**src/rtl/irq_sel_pkg.sv**
```systemverilog
package irq_sel_pkg;
   localparam int unsigned SRC_COUNT = 12;
   localparam int unsigned CAUSE_W   = 4;

   typedef enum logic [CAUSE_W-1:0] {
      CAUSE_RESET   = 4'd0,
      CAUSE_MCHK    = 4'd1,
      CAUSE_CRITEXT = 4'd2,
      CAUSE_WDOG    = 4'd3,
      CAUSE_CDBELL  = 4'd4,
      CAUSE_FIXTMR  = 4'd5,
      CAUSE_PROGTMR = 4'd6,
      CAUSE_DECR    = 4'd7,
      CAUSE_EXTIN   = 4'd8,
      CAUSE_DBELL   = 4'd9,
      CAUSE_PERF    = 4'd10,
      CAUSE_THERM   = 4'd11
   } cause_e;

   // class membership per source bit
   localparam logic [SRC_COUNT-1:0] DEF_ALWAYS_MASK = 12'h003;
   localparam logic [SRC_COUNT-1:0] DEF_CRIT_MASK   = 12'h004;
   localparam logic [SRC_COUNT-1:0] DEF_GEN_MASK    = 12'hFF8;
   // sources whose flag survives delivery
   localparam logic [SRC_COUNT-1:0] DEF_HOLD_MASK   = 12'h104;
endpackage

```
**src/rtl/irq_pend_bank.sv**
```systemverilog
module irq_pend_bank #(
   parameter int unsigned             N_SRC     = 12,
   parameter logic [N_SRC-1:0]        HOLD_MASK = '0
) (
   input  logic             clk,
   input  logic             rst_n,
   input  logic [N_SRC-1:0] set_i,
   input  logic [N_SRC-1:0] clr_i,
   input  logic [N_SRC-1:0] ack_i,
   output logic [N_SRC-1:0] pend_o
);
   for (genvar k = 0; k < N_SRC; k++) begin : g_bit
      logic flag_q;
      logic drop;

      if (HOLD_MASK[k]) begin : g_held
         assign drop = clr_i[k];
      end else begin : g_acked
         assign drop = clr_i[k] | ack_i[k];
      end

      always_ff @(posedge clk) begin
         if (!rst_n)        flag_q <= 1'b0;
         else if (set_i[k]) flag_q <= 1'b1;
         else if (drop)     flag_q <= 1'b0;
      end

      assign pend_o[k] = flag_q;

      // a set strobe always leaves the flag raised
      a_r10_set_wins: assert property (@(posedge clk) disable iff (!rst_n)
         set_i[k] |=> pend_o[k]);

      if (HOLD_MASK[k]) begin : g_chk_hold
         a_r9_held_stays: assert property (@(posedge clk) disable iff (!rst_n)
            (ack_i[k] && !clr_i[k]) |=> pend_o[k]);
      end else begin : g_chk_ack
         a_r8_ack_clears: assert property (@(posedge clk) disable iff (!rst_n)
            (ack_i[k] && !set_i[k]) |=> !pend_o[k]);
      end

      // an unacknowledged, untouched flag keeps its value
      a_r8_untouched: assert property (@(posedge clk) disable iff (!rst_n)
         (!ack_i[k] && !set_i[k] && !clr_i[k]) |=> $stable(pend_o[k]));
   end
endmodule

```
**src/rtl/irq_prio_pick.sv**
```systemverilog
module irq_prio_pick #(
   parameter int unsigned      N_SRC       = 12,
   parameter int unsigned      CODE_W      = 4,
   parameter logic [N_SRC-1:0] ALWAYS_MASK = '0,
   parameter logic [N_SRC-1:0] CRIT_MASK   = '0,
   parameter logic [N_SRC-1:0] GEN_MASK    = '0
) (
   input  logic [N_SRC-1:0]  pend_i,
   input  logic              ce_en_i,
   input  logic              ee_en_i,
   output logic [N_SRC-1:0]  grant_o,
   output logic              any_o,
   output logic [CODE_W-1:0] code_o
);
   logic [N_SRC-1:0] elig;

   for (genvar k = 0; k < N_SRC; k++) begin : g_elig
      if (ALWAYS_MASK[k]) begin : g_nmi
         assign elig[k] = pend_i[k];
      end else if (CRIT_MASK[k]) begin : g_crit
         assign elig[k] = pend_i[k] & ce_en_i;
      end else begin : g_gen
         assign elig[k] = pend_i[k] & ee_en_i;
      end
   end

   // lowest index wins; index order equals priority order
   always_comb begin
      logic taken;
      taken   = 1'b0;
      grant_o = '0;
      code_o  = '0;
      for (int k = 0; k < N_SRC; k++) begin
         if (elig[k] && !taken) begin
            grant_o[k] = 1'b1;
            code_o     = CODE_W'(k);
            taken      = 1'b1;
         end
      end
   end

   assign any_o = |elig;
endmodule

```
**src/rtl/irq_deliver_stage.sv**
```systemverilog
module irq_deliver_stage #(
   parameter int unsigned N_SRC  = 12,
   parameter int unsigned CODE_W = 4
) (
   input  logic              clk,
   input  logic              rst_n,
   input  logic              ready_i,
   input  logic              any_i,
   input  logic [CODE_W-1:0] code_i,
   input  logic [N_SRC-1:0]  grant_i,
   output logic [N_SRC-1:0]  ack_o,
   output logic              deliver_o,
   output logic [CODE_W-1:0] cause_o
);
   logic              fire;
   logic              deliver_q;
   logic [CODE_W-1:0] cause_q;

   assign fire  = ready_i & any_i;
   assign ack_o = grant_i & {N_SRC{ready_i}};

   always_ff @(posedge clk) begin
      if (!rst_n) begin
         deliver_q <= 1'b0;
         cause_q   <= '0;
      end else begin
         deliver_q <= fire;
         if (fire) cause_q <= code_i;
      end
   end

   assign deliver_o = deliver_q;
   assign cause_o   = cause_q;

   // no more than one acknowledge per evaluation
   a_r11_single_ack: assert property (@(posedge clk) disable iff (!rst_n)
      $onehot0(ack_o));
   // a strobe never lasts past the ready cycle that caused it
   a_r11_pulse_width: assert property (@(posedge clk) disable iff (!rst_n)
      (deliver_o && !$past(ready_i)) |-> 1'b0);
endmodule

```
**src/rtl/prio_irq_selector.sv**
```systemverilog
module prio_irq_selector
   import irq_sel_pkg::*;
#(
   parameter int unsigned          N_SRC       = SRC_COUNT,
   parameter int unsigned          CODE_W      = CAUSE_W,
   parameter logic [N_SRC-1:0]     ALWAYS_MASK = DEF_ALWAYS_MASK,
   parameter logic [N_SRC-1:0]     CRIT_MASK   = DEF_CRIT_MASK,
   parameter logic [N_SRC-1:0]     GEN_MASK    = DEF_GEN_MASK,
   parameter logic [N_SRC-1:0]     HOLD_MASK   = DEF_HOLD_MASK
) (
   input  logic              clk,
   input  logic              rst_n,
   input  logic [N_SRC-1:0]  set_i,
   input  logic [N_SRC-1:0]  clr_i,
   input  logic              ce_en_i,
   input  logic              ee_en_i,
   input  logic              ready_i,
   output logic              deliver_o,
   output logic [CODE_W-1:0] cause_o,
   output logic [N_SRC-1:0]  pending_o
);
   localparam logic [N_SRC-1:0] CLASS_OVERLAP =
      (ALWAYS_MASK & CRIT_MASK) | (ALWAYS_MASK & GEN_MASK) | (CRIT_MASK & GEN_MASK);
   localparam logic [N_SRC-1:0] CLASS_UNION = ALWAYS_MASK | CRIT_MASK | GEN_MASK;

   if (N_SRC > (1 << CODE_W)) begin : g_bad_width
      $error("cause code too narrow for source count");
   end
   if (CLASS_OVERLAP != '0) begin : g_bad_overlap
      $error("a source sits in more than one enable class");
   end
   if (CLASS_UNION != {N_SRC{1'b1}}) begin : g_bad_cover
      $error("a source has no enable class");
   end

   logic [N_SRC-1:0]  pend;
   logic [N_SRC-1:0]  grant;
   logic [N_SRC-1:0]  ack;
   logic              any_elig;
   logic [CODE_W-1:0] win_code;

   irq_pend_bank #(.N_SRC(N_SRC), .HOLD_MASK(HOLD_MASK)) u_bank (
      .clk(clk), .rst_n(rst_n), .set_i(set_i), .clr_i(clr_i),
      .ack_i(ack), .pend_o(pend));

   irq_prio_pick #(.N_SRC(N_SRC), .CODE_W(CODE_W), .ALWAYS_MASK(ALWAYS_MASK),
                   .CRIT_MASK(CRIT_MASK), .GEN_MASK(GEN_MASK)) u_pick (
      .pend_i(pend), .ce_en_i(ce_en_i), .ee_en_i(ee_en_i),
      .grant_o(grant), .any_o(any_elig), .code_o(win_code));

   irq_deliver_stage #(.N_SRC(N_SRC), .CODE_W(CODE_W)) u_dlv (
      .clk(clk), .rst_n(rst_n), .ready_i(ready_i), .any_i(any_elig),
      .code_i(win_code), .grant_i(grant), .ack_o(ack),
      .deliver_o(deliver_o), .cause_o(cause_o));

   assign pending_o = pend;

   // deliveries only follow a ready cycle
   a_r7_needs_ready: assert property (@(posedge clk) disable iff (!rst_n)
      deliver_o |-> $past(ready_i));
   // general-class causes require the general enable
   a_r6_gen_gated: assert property (@(posedge clk) disable iff (!rst_n)
      (deliver_o && GEN_MASK[cause_o]) |-> $past(ee_en_i));
   // critical-class causes require the critical enable
   a_r5_crit_gated: assert property (@(posedge clk) disable iff (!rst_n)
      (deliver_o && CRIT_MASK[cause_o]) |-> $past(ce_en_i));
   // an always-class flag pending at ready time is what gets delivered
   a_r4_nmi_first: assert property (@(posedge clk) disable iff (!rst_n)
      (ready_i && (pend & ALWAYS_MASK) != '0) |=> (deliver_o && ALWAYS_MASK[cause_o]));
endmodule

```
**config.mk**
```make
export PLATFORM = sky130hd
export DESIGN_NAME = prio_irq_selector
export DESIGN_NICKNAME = d
export VERILOG_FILES = /design/src/rtl/irq_sel_pkg.sv /design/src/rtl/irq_pend_bank.sv /design/src/rtl/irq_prio_pick.sv /design/src/rtl/irq_deliver_stage.sv /design/src/rtl/prio_irq_selector.sv
export SDC_FILE = /design/constraint.sdc
export NUM_CORES = 1
export LEC_CHECK = 0
export CORE_AREA = 2 2 55 57
export DETAILED_ROUTE_END_ITERATION = 12
export DIE_AREA = 0 0 57 59
export GPL_ROUTABILITY_DRIVEN = 0
export GPL_TIMING_DRIVEN = 0
export PLACE_DENSITY = 0.72
export SYNTH_ARGS = -nofsm -noshare
export SYNTH_HDL_FRONTEND = slang
export SYNTH_SLANG_ARGS = --single-unit
```
**constraint.sdc**
```tcl
create_clock -name clk -period 1.6 [get_ports clk]
set_clock_uncertainty 0.2 [all_clocks]
set_input_delay 0.32 -clock clk [delete_from_list [all_inputs] [get_ports clk]]
set_output_delay 0.32 -clock clk [all_outputs]
set_load 0.02 [all_outputs]
```
==> impl_metrics.env, run 1 <==
export IMPL_placeableCoreArea_um2=2710
export IMPL_firstDrtPassIters=4
export IMPL_first_pass_grt_wire_length_um=4130
export IMPL_nNetsFinal=196
export IMPL_drt_antenna_violating_nets=0
export IMPL_crit_end_category="register"
export IMPL_start_util=0.343
export IMPL_synth_seq_cells=17
export IMPL_area_growth_synth_to_final_pct=72.0
export IMPL_synth_top_flop_cell="dfxtp_1"
export IMPL_setup_slack_ps=18.7
export IMPL_cts_root_buf="clkbuf_4"
export IMPL_cts_hold_fix_buffers=0
export IMPL_synthesis_yosys_warnings=0
export IMPL_number_of_cells_on_the_worst_reg_to_reg_path=4
export IMPL_power_switching_fraction=0.304
export IMPL_route_detailed_drc=0
export IMPL_p_sw_w=0.000325
export IMPL_routed_via_density=5.06
export IMPL_cts_root_to_sink_buffers=2
export IMPL_hold_path_class="reg2reg"
export IMPL_postSynthAreaPerCell_um2=8.54
export IMPL_seq_power_share=0.457
export IMPL_floorplan_rows=19
export IMPL_max_cap_viol_count=0
export IMPL_layout_min_cycle_time_ps=1580
export IMPL_final_min_period_over_clock_period=0.988
export IMPL_netlist_top_cell_by_area="dfxtp_1"
export IMPL_pwr_density_cell_nw_per_um2=667
export IMPL_cp_arrival_ps=1580
export IMPL_cts_reportedPaths_clkPinSlew_ps=100
export IMPL_synth_enable_flop_cells=0
export IMPL_p_int_w=0.000743
export IMPL_number_of_global_route_vias_before_repair=972
export IMPL_tightest_slew_ps=496
export IMPL_number_of_drc_violations_after_detailed_routing_iteration_0=18
export IMPL_smallest_hold_slack_ps=315
export IMPL_final_max_slew_violation_count=0
export IMPL_pwr_share_clk=0.213
export IMPL_ioPinCount=46
export IMPL_detailed_placement_wirelength_estimate_um=1910
export IMPL_cts_bufs_inserted=3
export IMPL_numClockSinks=17
export IMPL_place_port_buffers=45
export IMPL_die_height_um=59
export IMPL_fin_tns_setup_ps=0
export IMPL_worst_endpoint_required_ps=1600
export IMPL_cts_tree="done"
export IMPL_fmax_mhz=632
export IMPL_rsz0062_at_grt="true"
export IMPL_power_leakage_nw=0.680
export IMPL_dp_worst_setup_slack_ps=-618
export IMPL_num_antenna_cells=0
export IMPL_worstSetupPathType="in2reg"
export IMPL_setup_violations_final=0
export IMPL_grt_start_max_net_pins=11
export IMPL_p_comb_frac=0.330
export IMPL_worst_hold_path_cells=1
export IMPL_synth_cell_type_count=33
export IMPL_synth_fp_nets=138
export IMPL_synth_most_common_cell="dfxtp_1"
export IMPL_die_area_um2=3360
export IMPL_die_width_um=57
export IMPL_syn_instance_count=109
export IMPL_detail_route_wirelength_um=2650
export IMPL_routedWlPerCell_um=13.4
export IMPL_track_usage=0.155
export IMPL_crit_path_start_kind="input pin"
export IMPL_ir_drop_mv=0.733
export IMPL_final_core_util=0.591
export IMPL_multiInputGateArea_um2=532
export IMPL_synth_top_cell_area_share=0.366
export IMPL_layout_drive_gt1_share=0.355
export IMPL_vias=997
export IMPL_grt_antenna_before_repair=0
export IMPL_timing_slew_headroom=0.669
export IMPL_result_of_the_run="finished, final reports clean"
export IMPL_async_flop_share=0
export IMPL_htree_num_levels=1
export IMPL_syn_area_um2=931
export IMPL_clock_insertion_delay_worst_skew_ps=290
export IMPL_global_route_overflow_total=0
export IMPL_timing_hold_violations_final=0
export IMPL_yosys_top_cells_area="dfxtp_1 37%, buf_4 9.7%, o21a_1 8.1%"
export IMPL_worst_path_max_fanout=4
export IMPL_total_of_fill_cells_in_the_finished_design=258
export IMPL_ys_top_cells_by_count="17 x dfxtp_1, 12 x buf_4, 11 x inv_1"
export IMPL_seqCellArea_um2=372
export IMPL_seq_area_frac_synth=0.366
==> routing by layer <==
layer	wire length [um]	vias up	global-route usage
met5	0	-	0
met4	27	0	0.0432
met3	160	2	0.0437
met2	1400	32	0.296
met1	1060	467	0.168
li1	-	496	-
==> cells by family after synthesis <==
| kind of cell | Yosys count | share of synthesized area |
|---|---|---|
| AOI/OAI and AO/OA | 38 | 0.302 |
| buffers and inverters | 25 | 0.151 |
| DFF | 17 | 0.366 |
| and+or+nand+nor | 29 | 0.181 |
==> final timing paths <==
| kind | start | end | slack, ps |
|---|---|---|---|
| max | ce_en_i | u_dlv.cause_o[1] | 20 |
| max reg2reg | u_bank.g_bit[1].flag_q | u_dlv.cause_o[1] | 20 |
| min reg2reg | u_dlv.cause_o[0] | u_dlv.cause_o[0] | 310 |
| min | u_dlv.cause_o[0] | u_dlv.cause_o[0] | 310 |
==> sequential cells by signal, summed over array words and instances, names as in the netlist <==
signal	cells
u_dlv.deliver_o	1
u_dlv.cause_o	4
u_bank.g_bit.flag_q	12
==> critical path, stage by stage <==
cell           delay [ps]
dlygate4sd2_1         300
a2111oi_4             360
nand4b_1              180
and2_4                180
o221a_1               230
==> placed cells by master, fill, tap and decap left out, types with 5 or more instances in the layout <==
cell type	synthesis	routed
inv_1	11	11
clkdlybuf4s50_1	0	26
buf_2	0	5
o21a_1	10	10
dfxtp_4	0	7
dfxtp_1	17	6
buf_4	12	22
dlygate4sd2_1	0	7
a21oi_1	10	10
nor2_1	8	7
==> power by group through the flow <==
stage	Clock (W)	Sequential, W	Combinational (W)
2_1_floorplan	0	0.000501	0.000152
3_3_place_gp	0	0.000495	0.000309
3_5_place_dp	0	0.000497	0.000313
4_1_cts	0.000239	0.000493	0.000325
5_1_grt	0.000259	0.000492	0.000379
6_report	0.000227	0.000488	0.000353
==> stage by stage <==
stage	cell area, um2	cells	power [W]
4_1_cts	1550	193	0.00106
3_3_place_gp	1420	185	0.000805
5_1_grt	1600	197	0.00113
2_1_floorplan	931	109	0.000653
6_report	1600	197	0.00107
3_5_place_dp	1420	185	0.000810
==> area by class of cell <==
cell class / instances / share of cell area
Multi-Input combinational cell: 67 / 0.332
Timing Repair Buffer: 53 / 0.307
Sequential cell: 17 / 0.232
Buffer: 14 / 0.0617
Inverter: 11 / 0.0258
Tap cell: 31 / 0.0242
Clock buffer: 3 / 0.0141
Clock inverter: 1 / 0.00312
==> what timing repair did <==
action | in CTS | in global routing
gates resized for setup | 67 | 14
setup buffers | 4 | 4
pin swaps | 5 | 5
setup endpoints to repair | 30 | 17
Power figures use the tool's default switching activity.
==> run 2: changes to the inputs <==
- CORE_AREA: 2 2 55 57 -> 2 2 59 61
- CTS_CLUSTER_SIZE: default -> 28
- DIE_AREA: 0 0 57 59 -> 0 0 61 63
- PLACE_DENSITY: 0.72 -> default
==> run 2 against run 1 <==
Against the previous run: the run now ends with negative setup slack left; sequential share of layout area up 0.34 points; cell count up 5.1%; maximum frequency down 2.4%; wire length up 0.38%; sequential power up 2%; power down 1.4%; via count down 1.2%; worst setup slack worse by 39 ps.
==> impl_metrics.env, run 2 (same netlist as run 1, synthesis figures left out) <==
export IMPL_cp_arrival_ps=1610
export IMPL_drt_antenna_violating_nets=0
export IMPL_pwr_share_clk=0.220
export IMPL_route_detailed_drc=0
export IMPL_fin_tns_setup_ps=-25.7
export IMPL_critical_path_cell_chain="dlygate4sd2_1, a2111oi_4, nand4b_1, and2_4, o221a_1"
export IMPL_number_of_global_route_vias_before_repair=966
export IMPL_timing_hold_violations_final=0
export IMPL_worstSetupPathType="in2reg"
export IMPL_cts_hold_fix_buffers=0
export IMPL_pwr_density_cell_nw_per_um2=672
export IMPL_final_max_slew_violation_count=0
export IMPL_timing_critical_path_slowest_stage_cell="a2111oi_4"
export IMPL_postPlaceCellArea_um2=1440
export IMPL_timing_slew_headroom=0.645
export IMPL_largest_register_ffs=12
export IMPL_vias=985
export IMPL_p_comb_frac=0.309
export IMPL_setup_slack_ps=-20.2
export IMPL_final_instance_count_excl_fill=207
export IMPL_detailed_placement_wirelength_estimate_um=1970
export IMPL_crit_end_category="register"
export IMPL_violations_in_the_final_reports="negative setup slack"
export IMPL_firstDrtPassIters=4
export IMPL_ioPinCount=46
export IMPL_crit_path_start_kind="input pin"
export IMPL_first_pass_grt_wire_length_um=4300
export IMPL_power_leakage_nw=0.654
export IMPL_mostFrequentLayoutCell="clkdlybuf4s50_1"
export IMPL_die_area_um2=3840
export IMPL_p_sw_w=0.000320
export IMPL_path_delay_family="compound AO/OA/AOI/OAI gates"
export IMPL_hold_path_class="in2reg"
export IMPL_place_port_buffers=45
export IMPL_ir_drop_mv=0.474
export IMPL_dpl_cell_count=200
export IMPL_fmax_mhz=617
export IMPL_worst_path_largest_cell_delay_ps=360
export IMPL_track_usage=0.147
export IMPL_layout_min_cycle_time_ps=1620
export IMPL_cts_root_to_sink_buffers=2
export IMPL_grt_antenna_before_repair=0
export IMPL_start_util=0.288
export IMPL_nNetsFinal=191
export IMPL_placeableCoreArea_um2=3230
export IMPL_layout_drive_gt1_share=0.329
export IMPL_rsz0062_at_grt="true"
export IMPL_final_min_period_over_clock_period=1.01
export IMPL_tightest_slew_ps=532
export IMPL_power_switching_fraction=0.304
export IMPL_htree_num_levels=1
export IMPL_result_of_the_run="finished with violations"
export IMPL_global_route_overflow_total=0
export IMPL_stdcell_area_um2=1570
export IMPL_worst_endpoint_required_ps=1590
export IMPL_final_core_util=0.485
export IMPL_total_power_w=0.00105
export IMPL_detail_route_wirelength_um=2660
export IMPL_floorplan_rows=21
export IMPL_numClockSinks=17
export IMPL_seq_power_share=0.471
export IMPL_grt_start_max_net_pins=11
export IMPL_cts_root_buf="clkbuf_4"
export IMPL_clock_insertion_delay_worst_skew_ps=290
export IMPL_p_int_w=0.000733
export IMPL_max_cap_viol_count=0
export IMPL_setup_violations_final=2
export IMPL_num_antenna_cells=0
export IMPL_worst_path_max_fanout=4
export IMPL_die_width_um=61
export IMPL_routedWlPerCell_um=12.8
export IMPL_number_of_drc_violations_after_detailed_routing_iteration_0=19
export IMPL_crit_buf_inv=1
export IMPL_area_growth_synth_to_final_pct=68.4
export IMPL_die_height_um=63
export IMPL_routed_via_density=4.76
export IMPL_most_common_layout_cells="25 x clkdlybuf4s50_1, 18 x buf_4, 11 x inv_1"
export IMPL_cts_bufs_inserted=3
export IMPL_cts_reportedPaths_clkPinSlew_ps=100
export IMPL_registers_top_by_ff_count="u_bank.g_bit.flag_q"
export IMPL_cts_tree="done"
==> run 2: changes by cell type in the layout (fill, tap and decap cells not counted), sizes merged <==
cell	previous run	this run
buf	29	22
clkdlybuf4s15	4	5
clkinv	1	0
clkbuf	4	6
dlymetal6s2s	0	1
clkdlybuf4s50	26	25
==> run 2: power groups by stage <==
| stage | Clock (W) | Sequential (W) | Combinational [W] |
|---|---|---|---|
| after floorplan | 0 | 0.000501 | 0.000152 |
| after global placement | 0 | 0.000496 | 0.000312 |
| after detailed placement | 0 | 0.000498 | 0.000314 |
| after CTS | 0.000240 | 0.000494 | 0.000319 |
| after global routing | 0.000264 | 0.000502 | 0.000351 |
| final | 0.000232 | 0.000496 | 0.000326 |
==> run 2: repair_timing <==
item                                   in CTS  in global routing
pin swaps                                   1                  5
setup buffers                               3                  0
setup endpoints to repair                  30                 20
endpoints found under the hold margin       0                  0
resized for setup                          63                 18
==> run 2: per-stage QoR <==
stage | hold WS [ps] | setup slack [ps]
2_1_floorplan | 237 | 18.7
6_report | 285 | -20.2
4_1_cts | 320 | 12.5
5_1_grt | 297 | -72.1
3_3_place_gp | 288 | -626
3_5_place_dp | 300 | -623
==> run 2: path summary, 6_finish.rpt <==
kind / from / end / slack, ps / cells after the start
min: ready_i / u_bank.g_bit[0].flag_q / 280 / 4
min reg2reg: u_dlv.cause_o[0] / u_dlv.cause_o[0] / 310 / 1
max reg2reg: u_bank.g_bit[4].flag_q / u_dlv.cause_o[1] / -20 / 4
max: ce_en_i / u_dlv.cause_o[1] / -20 / 5
==> run 2: area by class of cell <==
class                   count  area (um2)
well taps                  46        57.6
clock buffers               4        26.3
fillers                   331        1660
flip-flops and latches     17         369
repair buffers             48         444
inverters                  11        41.3
multi-input cells          67         528
plain buffers              14         101
==> run 2: tightest hold or removal path, stage by stage <==
cell	delay, ps
dlymetal6s2s_1	170
nor2_1	110
a21oi_1	70
nor2_1	70
==> run 2: routing by layer <==
| metal | GRT usage | wire, um | part of all wire | vias up |
|---|---|---|---|---|
| met2 | 0.243 | 1350 | 0.51 | 28 |
| met4 | 0.0408 | 34 | 0.013 | 0 |
| met3 | 0.0373 | 121 | 0.046 | 4 |
| met5 | 0 | 0 | 0 | - |
| li1 | - | - | - | 490 |
| met1 | 0.184 | 1150 | 0.43 | 463 |
==> run 3: changes to the inputs <==
- CAP_MARGIN: default -> 20
- RECOVER_POWER: default -> 100
- SKIP_LAST_GASP: default -> 1
==> run 3 against run 2 <==
Against the previous run: register-to-register slack lost 40 ps; the run still ends with negative setup slack left; cell count grew 0.97%; critical path type unchanged; largest power group unchanged; maximum frequency shrank 3.2%; largest cell class unchanged; core utilization grew 0.74 points; worst hold slack gained 23 ps; clock power is essentially flat; combinational power grew 3%; global-route usage grew 0.053 points; flip-flop and latch count is the same.
==> impl_metrics.env, run 3 (same netlist as run 1, synthesis figures left out) <==
export IMPL_crit_path_start_kind="input pin"
export IMPL_number_of_global_route_vias_before_repair=974
export IMPL_path_delay_family="compound AO/OA/AOI/OAI gates"
export IMPL_timing_critical_path_slowest_stage_cell="a2111oi_4"
export IMPL_nNetsFinal=193
export IMPL_final_instance_count_excl_fill=209
export IMPL_regToRegEndpoint="u_dlv.cause_o[1]"
export IMPL_routed_via_density=4.73
export IMPL_worst_r2r_startpoint="u_bank.g_bit[0].flag_q"
export IMPL_hold_path_class="reg2reg"
export IMPL_rsz0062_at_grt="true"
export IMPL_global_route_overflow_total=0
export IMPL_setup_violations_final=4
export IMPL_detail_route_wirelength_um=2710
export IMPL_tightest_slew_ps=505
export IMPL_die_area_um2=3840
export IMPL_grt_start_max_net_pins=11
export IMPL_num_antenna_cells=0
export IMPL_power_leakage_nw=0.655
export IMPL_ioPinCount=46
export IMPL_final_min_period_over_clock_period=1.05
export IMPL_cts_bufs_inserted=3
export IMPL_htree_num_levels=1
export IMPL_drt_antenna_violating_nets=0
export IMPL_worst_hold_startpoint="u_dlv.cause_o[0]"
export IMPL_timing_hold_violations_final=0
export IMPL_start_util=0.288
export IMPL_critical_path_cell_chain="dlygate4sd2_1, a2111oi_4, nand4b_1, and2_4, o221a_1"
export IMPL_detailed_placement_wirelength_estimate_um=1970
export IMPL_die_width_um=61
export IMPL_fmax_mhz=598
export IMPL_number_of_cells_on_the_worst_reg_to_reg_path=4
export IMPL_worst_path_largest_cell_delay_ps=390
export IMPL_registers_top_by_ff_count="u_bank.g_bit.flag_q"
export IMPL_placeableCoreArea_um2=3230
export IMPL_min_to="u_dlv.cause_o[0]"
export IMPL_floorplan_rows=21
export IMPL_track_usage=0.147
export IMPL_clock_insertion_delay_worst_skew_ps=290
export IMPL_worstSetupPathType="in2reg"
export IMPL_numClockSinks=17
export IMPL_most_common_layout_cells="25 x clkdlybuf4s50_1, 17 x buf_4, 11 x inv_1"
export IMPL_route_detailed_drc=0
export IMPL_cts_reportedPaths_clkPinSlew_ps=100
export IMPL_firstDrtPassIters=4
export IMPL_dpl_cell_count=200
export IMPL_layout_drive_gt1_share=0.350
export IMPL_worst_hold_path_cells=1
export IMPL_die_height_um=63
export IMPL_cts_tree="done"
export IMPL_crit_end_category="register"
export IMPL_worst_r2r_setup_slack_ps=-60
export IMPL_setup_slack_ps=-73.1
export IMPL_max_cap_viol_count=0
export IMPL_grt_antenna_before_repair=0
export IMPL_result_of_the_run="finished with violations"
export IMPL_first_pass_grt_wire_length_um=4320
export IMPL_largest_register_ffs=12
export IMPL_crit_buf_inv=1
export IMPL_area_growth_synth_to_final_pct=71.0
export IMPL_place_port_buffers=45
export IMPL_layout_min_cycle_time_ps=1670
export IMPL_final_max_slew_violation_count=0
export IMPL_cts_root_buf="clkbuf_4"
export IMPL_smallest_hold_slack_ps=307
export IMPL_number_of_drc_violations_after_detailed_routing_iteration_0=20
export IMPL_cp_arrival_ps=1660
export IMPL_violations_in_the_final_reports="negative setup slack"
export IMPL_cts_root_to_sink_buffers=2
export IMPL_worst_endpoint_required_ps=1590
export IMPL_mostFrequentLayoutCell="clkdlybuf4s50_1"
export IMPL_worst_path_max_fanout=4
export IMPL_critical_path_cell_count=5
export IMPL_timing_slew_headroom=0.663
export IMPL_routedWlPerCell_um=13.0
export IMPL_pwr_density_cell_nw_per_um2=670
export IMPL_vias=988
export IMPL_ir_drop_mv=0.473
export IMPL_dp_worst_setup_slack_ps=-623
## run 3: cell count changes in the layout (fill, tap and decap cells not counted)
cell            change
a211o_2             -1
buf_2               +1
buf_4               -1
clkbuf_2            +2
dlymetal6s2s_1      -1
and3_4              +1
a211o_4             +1
a21oi_2             +2
a21oi_1             -2
dlygate4sd3_1       +1
and3_2              -1
## run 3: where the power goes
part | switching, W | leakage [nW] | internal, W
logic | 0.000147 | 0.494 | 0.000190
registers | 0.0000435 | 0.146 | 0.000452
clock network | 0.000137 | 0.0150 | 0.0000969
## run 3: metal layers
| metal | vias up | wire length, um | global-route usage | part of all wire |
|---|---|---|---|---|
| li1 | 495 | - | - | - |
| met1 | 461 | 1160 | 0.183 | 0.43 |
| met2 | 30 | 1390 | 0.245 | 0.51 |
| met3 | 2 | 139 | 0.0393 | 0.051 |
| met4 | 0 | 25 | 0.0408 | 0.0092 |
| met5 | - | 0 | 0 | 0 |
## run 3: worst max-delay path by stage
stage	end	from
after floorplan	u_dlv.cause_o[1]	ce_en_i
after global placement	u_dlv.cause_o[1]	ce_en_i
after detailed placement	u_dlv.cause_o[1]	ce_en_i
after CTS	pending_o[4]	u_bank.g_bit[4].flag_q
after global routing	u_dlv.cause_o[1]	u_bank.g_bit[0].flag_q
final	u_dlv.cause_o[1]	ce_en_i
## run 3: worst register-to-register path, stage by stage, from the launching register on
cell and delay [ps]:
dfxtp_4 380, a2111oi_4 340, nand4b_1 200, and2_4 210
o221a_1 230
## run 3: cell type report
type / count / area (um2)
fill: 337 / 1640
multi-input combinational: 67 / 547
timing repair buffer: 50 / 449
sequential: 17 / 369
buffer: 14 / 101
tap: 46 / 57.6
inverter: 11 / 41.3
clock buffer: 4 / 26.3
## run 3: what timing repair did
action	CTS	global route
pin swaps	1	6
setup buffers	3	2
resized for setup	57	27
hold buffers	0	0
setup endpoints to repair	30	23
## run 3: per-stage QoR
step,total power [W],cell area [um2],utilization,setup TNS [ps]
6_report,0.00107,1590,0.492,-146
5_1_grt,0.00112,1590,0.492,-377
4_1_cts,0.00105,1550,0.479,-202
3_5_place_dp,0.000812,1440,0.445,-7750
3_3_place_gp,0.000808,1440,0.445,-7420
2_1_floorplan,0.000653,931,-,0
